File: src/rtl/nrd_pkg.sv
package nrd_pkg;
  localparam int unsigned NIB_W = 4;

  typedef enum logic [NIB_W-1:0] {
    OP_ADDR_LO  = 4'h0,
    OP_ADDR_HI  = 4'h1,
    OP_DATA_LO  = 4'h2,
    OP_DATA_WR  = 4'h3,
    OP_READ     = 4'h4
  } nrd_op_e;

  localparam int unsigned ARG_STEP_BIT = 0;
  localparam int unsigned ARG_DOWN_BIT = 1;
endpackage

File: src/rtl/nrd_addr_unit.sv
module nrd_addr_unit #(
  parameter int unsigned NW = 4,
  localparam int unsigned AW = 2 * NW
) (
  input  logic          clk,
  input  logic          rst_n,
  input  logic          ld_lo,
  input  logic          ld_hi,
  input  logic          step_en,
  input  logic          step_dn,
  input  logic [NW-1:0] nib,
  output logic [AW-1:0] addr_q
);
  logic [AW-1:0] addr_d;
  logic          addr_ce;

  always_comb begin
    addr_ce = ld_lo | ld_hi | step_en;
    addr_d  = addr_q;
    if (ld_lo)        addr_d = {addr_q[AW-1:NW], nib};
    else if (ld_hi)   addr_d = {nib, addr_q[NW-1:0]};
    else if (step_en) addr_d = step_dn ? addr_q - 1'b1 : addr_q + 1'b1;
  end

  always_ff @(posedge clk or negedge rst_n) begin
    if (!rst_n)       addr_q <= '0;
    else if (addr_ce) addr_q <= addr_d;
  end
endmodule

File: src/rtl/nrd_data_latch.sv
module nrd_data_latch #(
  parameter int unsigned NW = 4
) (
  input  logic          clk,
  input  logic          rst_n,
  input  logic          ld,
  input  logic [NW-1:0] nib,
  output logic [NW-1:0] lo_q
);
  always_ff @(posedge clk or negedge rst_n) begin
    if (!rst_n)  lo_q <= '0;
    else if (ld) lo_q <= nib;
  end
endmodule

File: src/rtl/nrd_rsp_stage.sv
module nrd_rsp_stage #(
  parameter int unsigned DW = 8
) (
  input  logic          clk,
  input  logic          rst_n,
  input  logic          req,
  input  logic [DW-1:0] data_in,
  output logic          vld_q,
  output logic [DW-1:0] data_q
);
  always_ff @(posedge clk or negedge rst_n) begin
    if (!rst_n) begin
      vld_q  <= 1'b0;
      data_q <= '0;
    end else begin
      vld_q <= req;
      if (req) data_q <= data_in;
    end
  end
endmodule

File: src/rtl/nib_reg_decoder.sv
module nib_reg_decoder
  import nrd_pkg::*;
#(
  localparam int unsigned AW = 2 * NIB_W
) (
  input  logic          clk,
  input  logic          rst_n,
  input  logic          cmd_valid,
  input  logic [AW-1:0] cmd_byte,
  output logic          wr_en,
  output logic [AW-1:0] wr_addr,
  output logic [AW-1:0] wr_data,
  output logic          rd_req,
  output logic [AW-1:0] rd_addr,
  input  logic [AW-1:0] rd_data,
  output logic          rsp_valid,
  output logic [AW-1:0] rsp_byte
);
  logic [NIB_W-1:0] op;
  logic [NIB_W-1:0] arg;
  logic             ld_lo, ld_hi, ld_dat, is_wr, is_rd;
  logic             step_en;
  logic [AW-1:0]    addr_q;
  logic [NIB_W-1:0] dat_lo_q;

  logic             wr_en_d, rd_req_d;
  logic [AW-1:0]    wr_addr_d, wr_data_d, rd_addr_d;

  assign op  = cmd_byte[AW-1:NIB_W];
  assign arg = cmd_byte[NIB_W-1:0];

  always_comb begin
    ld_lo  = 1'b0;
    ld_hi  = 1'b0;
    ld_dat = 1'b0;
    is_wr  = 1'b0;
    is_rd  = 1'b0;
    if (cmd_valid) begin
      case (op)
        OP_ADDR_LO: ld_lo  = 1'b1;
        OP_ADDR_HI: ld_hi  = 1'b1;
        OP_DATA_LO: ld_dat = 1'b1;
        OP_DATA_WR: is_wr  = 1'b1;
        OP_READ:    is_rd  = 1'b1;
        default:    ;
      endcase
    end
    step_en = (is_wr | is_rd) & arg[ARG_STEP_BIT];
  end

  nrd_addr_unit #(.NW(NIB_W)) u_addr (
    .clk     (clk),
    .rst_n   (rst_n),
    .ld_lo   (ld_lo),
    .ld_hi   (ld_hi),
    .step_en (step_en),
    .step_dn (arg[ARG_DOWN_BIT]),
    .nib     (arg),
    .addr_q  (addr_q)
  );

  nrd_data_latch #(.NW(NIB_W)) u_dlo (
    .clk   (clk),
    .rst_n (rst_n),
    .ld    (ld_dat),
    .nib   (arg),
    .lo_q  (dat_lo_q)
  );

  always_comb begin
    wr_en_d   = is_wr;
    rd_req_d  = is_rd;
    wr_addr_d = is_wr ? addr_q : wr_addr;
    wr_data_d = is_wr ? {arg, dat_lo_q} : wr_data;
    rd_addr_d = is_rd ? addr_q : rd_addr;
  end

  always_ff @(posedge clk or negedge rst_n) begin
    if (!rst_n) begin
      wr_en   <= 1'b0;
      rd_req  <= 1'b0;
      wr_addr <= '0;
      wr_data <= '0;
      rd_addr <= '0;
    end else begin
      wr_en   <= wr_en_d;
      rd_req  <= rd_req_d;
      wr_addr <= wr_addr_d;
      wr_data <= wr_data_d;
      rd_addr <= rd_addr_d;
    end
  end

  nrd_rsp_stage #(.DW(AW)) u_rsp (
    .clk     (clk),
    .rst_n   (rst_n),
    .req     (rd_req),
    .data_in (rd_data),
    .vld_q   (rsp_valid),
    .data_q  (rsp_byte)
  );
endmodule

File: config.mk
export PLATFORM = sky130hd
export DESIGN_NAME = nib_reg_decoder
export DESIGN_NICKNAME = d
export VERILOG_FILES = /design/src/rtl/nrd_pkg.sv /design/src/rtl/nrd_addr_unit.sv /design/src/rtl/nrd_data_latch.sv /design/src/rtl/nrd_rsp_stage.sv /design/src/rtl/nib_reg_decoder.sv
export SDC_FILE = /design/constraint.sdc
export NUM_CORES = 1
export LEC_CHECK = 0
export ABC_CLOCK_PERIOD_IN_PS = 4260
export CAP_MARGIN = 25
export CORE_ASPECT_RATIO = 1.4
export CORE_MARGIN = 3
export CORE_UTILIZATION = 51
export CTS_BUF_LIST = sky130_fd_sc_hd__clkbuf_8
export DETAILED_ROUTE_END_ITERATION = 8
export PLACE_DENSITY_LB_ADDON = 0.2
export SLEW_MARGIN = 20
export SYNTH_ARGS = -nofsm -noshare
export SYNTH_HDL_FRONTEND = slang
export SYNTH_SLANG_ARGS = --single-unit
File: constraint.sdc
create_clock -name clk -period 4.26 [get_ports clk]
set_clock_uncertainty 0.1 [all_clocks]
set_input_delay 0.426 -clock clk [delete_from_list [all_inputs] [get_ports clk]]
set_output_delay 0.426 -clock clk [all_outputs]
set_load 0.005 [all_outputs]
==> load_flow_metrics.sql, run 1 <==
INSERT INTO impl_metrics (metric_group, metric, value, unit) VALUES
('flow_run', 'max-cap-violations', '0', ''),
('grt', 'initial_antenna_violation_count', '0', ''),
('yosys', 'ys_seq_area_share', '52.51', '%'),
('place', 'detailed_place_hpwl', '3.468', 'mm'),
('floorplanning', 'die_area', '0.005234', 'mm2'),
('yosys', 'synth-seq-cells', '47', ''),
('clock_network', 'cts_repair_resize_count', '0', ''),
('yosys', 'synth-edff-count', '0', ''),
('clock_network', 'cts_tree', 'done', ''),
('sta', 'fmax', '0.3759', 'GHz'),
('clock_network', 'post_cts.repair.setup_buffers', '0', ''),
('route', 'drt_wl_total', '4.777', 'mm'),
('setup_path', 'critical-path-top-delay-family', 'compound AO/OA/AOI/OAI gates', ''),
('sta', 'final.min_clock_period', '2.660', 'ns'),
('grt', 'gr_util_met1', '23.78', '%'),
('outcome', 'status', 'complete, no violations', ''),
('route', 'wl_per_cell', '14.70', 'um'),
('floorplanning', 'initial_core_util', '54.79', '%'),
('setup_path', 'crit_slowest_cell', 'sky130_fd_sc_hd__clkdlybuf4s50_1', ''),
('yosys', 'netlist_area', '0.002240', 'mm2'),
('sta', 'post-route-worst-setup-slack', '1.600', 'ns'),
('yosys', 'synth.largest_area_cell', 'sky130_fd_sc_hd__dfrtp_1', ''),
('grt', 'use_met2', '34.15', '%'),
('clock_network', 'max-clock-path-buffers', '2', ''),
('yosys', 'dominantRegCellSynth', 'sky130_fd_sc_hd__dfrtp_1', ''),
('clock_network', 'clock-sinks', '47', ''),
('clock_network', 'cts.reportedPaths.clkPinSlew', '0.09', 'ns'),
('yosys', 'synth_top_cell_area_share', '52.51', '%'),
('setup_path', 'worstSetupStartpoint', 'cmd_byte[1]', ''),
('grt', 'grt_remaining_overflow', '0', ''),
('route', 'initialDrtViolationCount', '53', ''),
('worst_hold_path', 'hold_path.class', 'in2async', ''),
('setup_path', 'timing.critical_path.arrival', '2.75', 'ns'),
('clock_network', 'tritoncts_buffer_count', '5', ''),
('setup_path', 'reg2reg_setup_slack', '2.10', 'ns'),
('setup_path', 'cp.buffers_inverters', '1', ''),
('route', 'drtAntennaViolNets', '0', ''),
('floorplanning', 'die_h', '84.41', 'um'),
('final_layout', 'drive_gt1_share', '11.61', '%'),
('place', 'place.port_buffers', '53', ''),
('grt', 'grt_use_met3', '4.154', '%'),
('setup_path', 'critical_path.endpoint_type', 'flop', ''),
('yosys', 'synthesis.instances', '214', ''),
('sta', 'report.final.slew_viol_count', '0', ''),
('sta', 'final-setup-viol-count', '0', ''),
('floorplanning', 'design.portCount', '54', ''),
('setup_path', 'cpPeakStageDelay', '0.79', 'ns'),
('sta', 'fin_tns_setup', '0', 'ns'),
('final_layout', 'area_delta_synth_final', '30.56', '%'),
('clock_network', 'hold_buffers', '0', ''),
('route', 'drc_errors', '0', ''),
('yosys', 'ys_top_cells_by_area', 'sky130_fd_sc_hd__dfrtp_1 (53%), sky130_fd_sc_hd__nand2_1 (9.4%), sky130_fd_sc_hd__mux2_2 (7.5%)', ''),
('setup_path', 'depth_of_the_worst_register_to_register_path', '6', ''),
('clock_network', 'clock-root-buffer', 'sky130_fd_sc_hd__clkbuf_8', ''),
('power', 'peak_supply_drop', '0.2857', 'mV'),
('setup_path', 'crit-reg2reg-launch', 'u_addr.addr_q[4]', ''),
('yosys', 'yosys_warnings', '0', ''),
('setup_path', 'cp_max_fo', '14', ''),
('setup_path', 'start_kind', 'primary input', ''),
('floorplanning', 'core_area', '0.004088', 'mm2'),
('setup_path', 'cp.required', '4.35', 'ns'),
('power', 'power.static_leakage', '1.356', 'nW'),
('sta', 'final.period_utilization', '62.44', '%'),
('setup_path', 'timing.critical_path.cells', 'clkdlybuf4s50_1 -> ha_1 -> and2_1 -> a221o_1 -> o211ai_1 -> a2111oi_0 -> nand4b_1', ''),
('sta', 'grt_setup_unrepaired', 'false', ''),
('sta', 'timing.slew.headroom', '56.23', '%'),
('sta', 'finalHoldViolations', '0', ''),
('final_layout', 'fillers', '325', ''),
('grt', 'wire_length_of_the_first_global_routing_pass', '7.893', 'mm'),
('grt', 'first_global_vias', '1710', ''),
('grt', 'grtUsageTotal', '20.07', '%');
[kinds of logic after synthesis]
group           after synthesis  synth area share [%]
compound gates               36                 11.62
fa+ha+maj                     7                 4.246
xor+xnor                      3                 1.173
simple gates                 90                 19.33
mux                          17                 8.436
flops                        47                 52.51
buf+inv                      14                 2.682
[layer usage]
layer | vias to the layer above | share of wire [%]
met5 | - | 0
met4 | 0 | 2.1
met3 | 12 | 5.4
met2 | 55 | 52
met1 | 792 | 41
li1 | 850 | -
[worst max path at each step]
stage,to,slack (ns),cells after the start
6_report,u_addr.addr_q[7],1.60,7
4_1_cts,u_addr.addr_q[7],1.63,7
2_1_floorplan,u_addr.addr_q[7],2.23,6
3_5_place_dp,u_addr.addr_q[7],1.31,7
5_1_grt,u_addr.addr_q[7],1.44,7
3_3_place_gp,u_addr.addr_q[7],1.37,7
[cell usage in the layout (no fill, tap or decap), types with 3 or more instances in the layout]
| cell type | count |
|---|---|
| sky130_fd_sc_hd__a21oi_1 | 4 |
| sky130_fd_sc_hd__inv_1 | 5 |
| sky130_fd_sc_hd__ha_1 | 6 |
| sky130_fd_sc_hd__o21ai_0 | 11 |
| sky130_fd_sc_hd__nor2_1 | 7 |
| sky130_fd_sc_hd__nand3_1 | 5 |
| sky130_fd_sc_hd__nand2_1 | 56 |
| sky130_fd_sc_hd__mux2_2 | 15 |
| sky130_fd_sc_hd__clkdlybuf4s50_1 | 52 |
| sky130_fd_sc_hd__nor3b_1 | 3 |
| sky130_fd_sc_hd__clkbuf_8 | 6 |
| sky130_fd_sc_hd__dfrtp_1 | 47 |
[cell type report]
cell class | instances | area (um2) | area share (%)
Sequential cell | 47 | 1176 | 40.22
Multi-Input combinational cell | 153 | 1003 | 34.32
Timing Repair Buffer | 54 | 535.5 | 18.31
Clock buffer | 6 | 82.58 | 2.824
Tap cell | 58 | 72.57 | 2.482
Clock inverter | 2 | 35.03 | 1.198
Inverter | 5 | 18.77 | 0.6418
[report_power, final]
part / total, mW / internal [mW] / switching, mW
Combinational: 0.584 / 0.345 / 0.239
Clock: 0.337 / 0.190 / 0.147
Sequential: 0.669 / 0.579 / 0.0904
[registers in the layout, summed over array words and instances, names as in the netlist]
register / count
u_rsp.vld_q: 1
rd_addr: 8
wr_en: 1
u_dlo.lo_q: 4
u_addr.addr_q: 8
rd_req: 1
wr_data: 8
u_rsp.data_q: 8
wr_addr: 8
[metrics by stage]
| stage | cell area, um2 | utilization, % | hold WS [ns] | instances |
|---|---|---|---|---|
| after floorplan | 2240 | - | 0.03041 | 214 |
| after global placement | 2804 | 68.60 | 0.3444 | 317 |
| after detailed placement | 2804 | 68.60 | 0.3497 | 317 |
| after CTS | 2922 | 71.47 | 0.2392 | 325 |
| after global routing | 2924 | 71.53 | 0.06312 | 325 |
| final | 2924 | 71.53 | 0.02727 | 325 |
(Power assumes the default switching activity.)
==> run 2: changes to the inputs <==
--- a/config.mk
+++ b/config.mk
@@ -5,11 +5,11 @@
 export SDC_FILE = /design/constraint.sdc
 export NUM_CORES = 1
 export LEC_CHECK = 0
-export ABC_CLOCK_PERIOD_IN_PS = 4260
+export ABC_CLOCK_PERIOD_IN_PS = 2200
 export CAP_MARGIN = 25
 export CORE_ASPECT_RATIO = 1.4
 export CORE_MARGIN = 3
-export CORE_UTILIZATION = 51
+export CORE_UTILIZATION = 46
 export CTS_BUF_LIST = sky130_fd_sc_hd__clkbuf_8
 export DETAILED_ROUTE_END_ITERATION = 8
 export PLACE_DENSITY_LB_ADDON = 0.2
==> constraint.sdc (replaced) <==
create_clock -name clk -period 2.2 [get_ports clk]
set_clock_uncertainty 0.1 [all_clocks]
set_input_delay 0.22 -clock clk [delete_from_list [all_inputs] [get_ports clk]]
set_output_delay 0.22 -clock clk [all_outputs]
set_load 0.005 [all_outputs]
==> load_flow_metrics.sql, run 2 (synthesized netlist as in run 1, its figures left out) <==
INSERT INTO impl_metrics (metric_group, metric, value, unit) VALUES
('grt', 'grt_start_max_net_pins', '27', ''),
('final_layout', 'design_area', '0.003078', 'mm2'),
('outcome', 'status', 'complete, no violations', ''),
('floorplanning', 'initial_core_util', '48.60', '%'),
('route', 'drt_wl_total', '5.005', 'mm'),
('sta', 'finalHoldViolations', '0', ''),
('clock_network', 'h-tree-depth', '2', ''),
('setup_path', 'critical_path_class', 'reg2reg', ''),
('clock_network', 'tritoncts_buffer_count', '5', ''),
('grt', 'wire_length_of_the_first_global_routing_pass', '8.776', 'mm'),
('sta', 'final.period_utilization', '95.18', '%'),
('final_layout', 'final_net_count', '312', ''),
('sta', 'fmax', '0.4776', 'GHz'),
('power', 'total_power_consumption', '3.093', 'mW'),
('setup_path', 'start_kind', 'flop', ''),
('grt', 'use_met2', '34.08', '%'),
('floorplanning', 'die_area', '0.005754', 'mm2'),
('final_layout', 'stdcell_count', '349', ''),
('route', 'first_pass_iters', '4', ''),
('setup_path', 'cp_max_fo', '4', ''),
('floorplanning', 'row_count', '29', ''),
('grt', 'grtUsageTotal', '19.60', '%'),
('sta', 'final-setup-viol-count', '0', ''),
('route', 'via_per_inst', '5.226', ''),
('route', 'wl_per_cell', '14.34', 'um'),
('route', 'route.vias.total', '1824', ''),
('setup_path', 'cpPeakStageDelay', '0.44', 'ns'),
('clock_network', 'clk_lat_worst_skew', '0.29', 'ns'),
('power', 'power.density', '1005', 'mW/mm2'),
('sta', 'holdWs', '0.3181', 'ns'),
('route', 'drtAntennaViolNets', '0', ''),
('place', 'detailed_place_hpwl', '3.930', 'mm'),
('final_layout', 'area_delta_synth_final', '37.43', '%'),
('place', 'detailed_place.area', '0.002964', 'mm2'),
('clock_network', 'clock-root-buffer', 'sky130_fd_sc_hd__clkbuf_8', ''),
('final_layout', 'drive_gt1_share', '17.77', '%'),
('setup_path', 'depth_of_the_worst_register_to_register_path', '6', ''),
('place', 'post-place-cells', '340', ''),
('place', 'gpl.final_weighted_congestion', '0.9173', ''),
('sta', 'grt_setup_unrepaired', 'true', ''),
('grt', 'grt_remaining_overflow', '0', ''),
('clock_network', 'cts_tree', 'done', ''),
('clock_network', 'cts.reportedPaths.clkPinSlew', '0.09', 'ns'),
('place', 'place.port_buffers', '53', ''),
('floorplanning', 'design.portCount', '54', ''),
('flow_run', 'max-cap-violations', '0', ''),
('final_layout', 'most_common_cell_after_layout_fill_and_taps_aside', 'sky130_fd_sc_hd__nand2_1', ''),
('floorplanning', 'die_h', '88.56', 'um'),
('final_layout', 'n_antenna_cell', '0', ''),
('sta', 'report.final.slew_viol_count', '0', ''),
('grt', 'initial_antenna_violation_count', '0', ''),
('setup_path', 'crit_slowest_cell', 'sky130_fd_sc_hd__dfrtp_1', ''),
('floorplanning', 'core_area', '0.004608', 'mm2'),
('setup_path', 'timing.critical_path.arrival', '2.17', 'ns'),
('sta', 'fin_tns_setup', '0', 'ns'),
('clock_network', 'max-clock-path-buffers', '2', ''),
('sta', 'max_slew.worst_pin.slew', '0.5181', 'ns'),
('route', 'initialDrtViolationCount', '42', ''),
('setup_path', 'cp.required', '2.28', 'ns'),
('final_layout', 'layout.cells.most_common_list', 'sky130_fd_sc_hd__nand2_1 (56), sky130_fd_sc_hd__clkdlybuf4s50_1 (51), sky130_fd_sc_hd__dfrtp_1 (46)', ''),
('grt', 'grt_use_met3', '3.685', '%'),
('floorplanning', 'horizontal_die_dimension', '64.97', 'um'),
('route', 'drc_errors', '0', ''),
('setup_path', 'timing.critical_path.cells', 'ha_1 -> and2_1 -> a221o_1 -> or3_1 -> a21oi_2 -> nand4b_1', ''),
('sta', 'final.min_clock_period', '2.094', 'ns'),
('grt', 'first_global_vias', '1848', ''),
('clock_network', 'clock-sinks', '47', ''),
('power', 'power.static_leakage', '1.447', 'nW'),
('sta', 'timing.slew.headroom', '65.46', '%'),
('worst_hold_path', 'hold_path.class', 'in2async', ''),
('setup_path', 'critical_path.endpoint_type', 'flop', ''),
('grt', 'grt_busiest_layer', 'met2', ''),
('power', 'peak_supply_drop', '0.4820', 'mV'),
('grt', 'gr_util_met1', '23.52', '%'),
('clock_network', 'post_cts.repair.setup_buffers', '0', '');
run 2: changes by cell type in the layout (fill, tap and decap cells not counted), sizes merged:
cell	change
buf	+19
bufinv	-1
clkdlybuf4s50	-1
clkinvlp	+1
dlygate4sd3	+1
dlymetal6s2s	+1
run 2: layout make-up:
cell class,instances,area [um2]
Clock buffer,6,82.58
Clock inverter,2,16.27
Fill cell,400,1530
Inverter,5,18.77
Multi-Input combinational cell,153,1005
Sequential cell,47,1177
Tap cell,62,77.57
Timing Repair Buffer,74,700.7
run 2: timing repair:
| item | CTS | global route |
|---|---|---|
| endpoints found under the hold margin | 21 | 0 |
| hold buffers | 1 | 0 |
| endpoints found under the setup margin | 0 | 2 |
| resized for setup | 0 | 3 |
run 2: per-stage QoR:
step	util, %	setup WS (ns)
floorplan	-	0.2135
global placement	64.32	-0.1391
detailed placement	64.32	-0.2214
CTS	66.68	0.08285
global route	66.79	-0.0004827
finish	66.79	0.1060
run 2: worst paths after layout:
check | from | endpoint | slack (ns)
hold reg to reg | u_dlo.lo_q[1] | wr_data[1] | 0.38
setup reg to reg | u_addr.addr_q[4] | u_addr.addr_q[7] | 0.11
hold / removal | rst_n | wr_en | 0.32
max in group asynchronous | rst_n | rd_addr[3] | 1.16
setup / recovery | u_addr.addr_q[4] | u_addr.addr_q[7] | 0.11
min in group clk | u_dlo.lo_q[1] | wr_data[1] | 0.38
run 2: worst max-delay path: cells and delay by family, from the launching register on:
kind	cells	cell delay, ns
AND/OR/NAND/NOR	3	0.64
adder cells (fa/ha/maj)	1	0.31
AO/OA/AOI/OAI	2	0.49
flip-flops	1	0.44
run 2: layer usage:
layer,vias up,wire [um]
li1,887,-
met1,858,2017
met2,65,2515
met3,14,306
met4,0,166
met5,-,0
run 2: power breakdown:
group	switching (mW)	internal (mW)
registers	0.180	1.12
logic	0.496	0.749
clock network	0.289	0.257
total	0.965	2.13
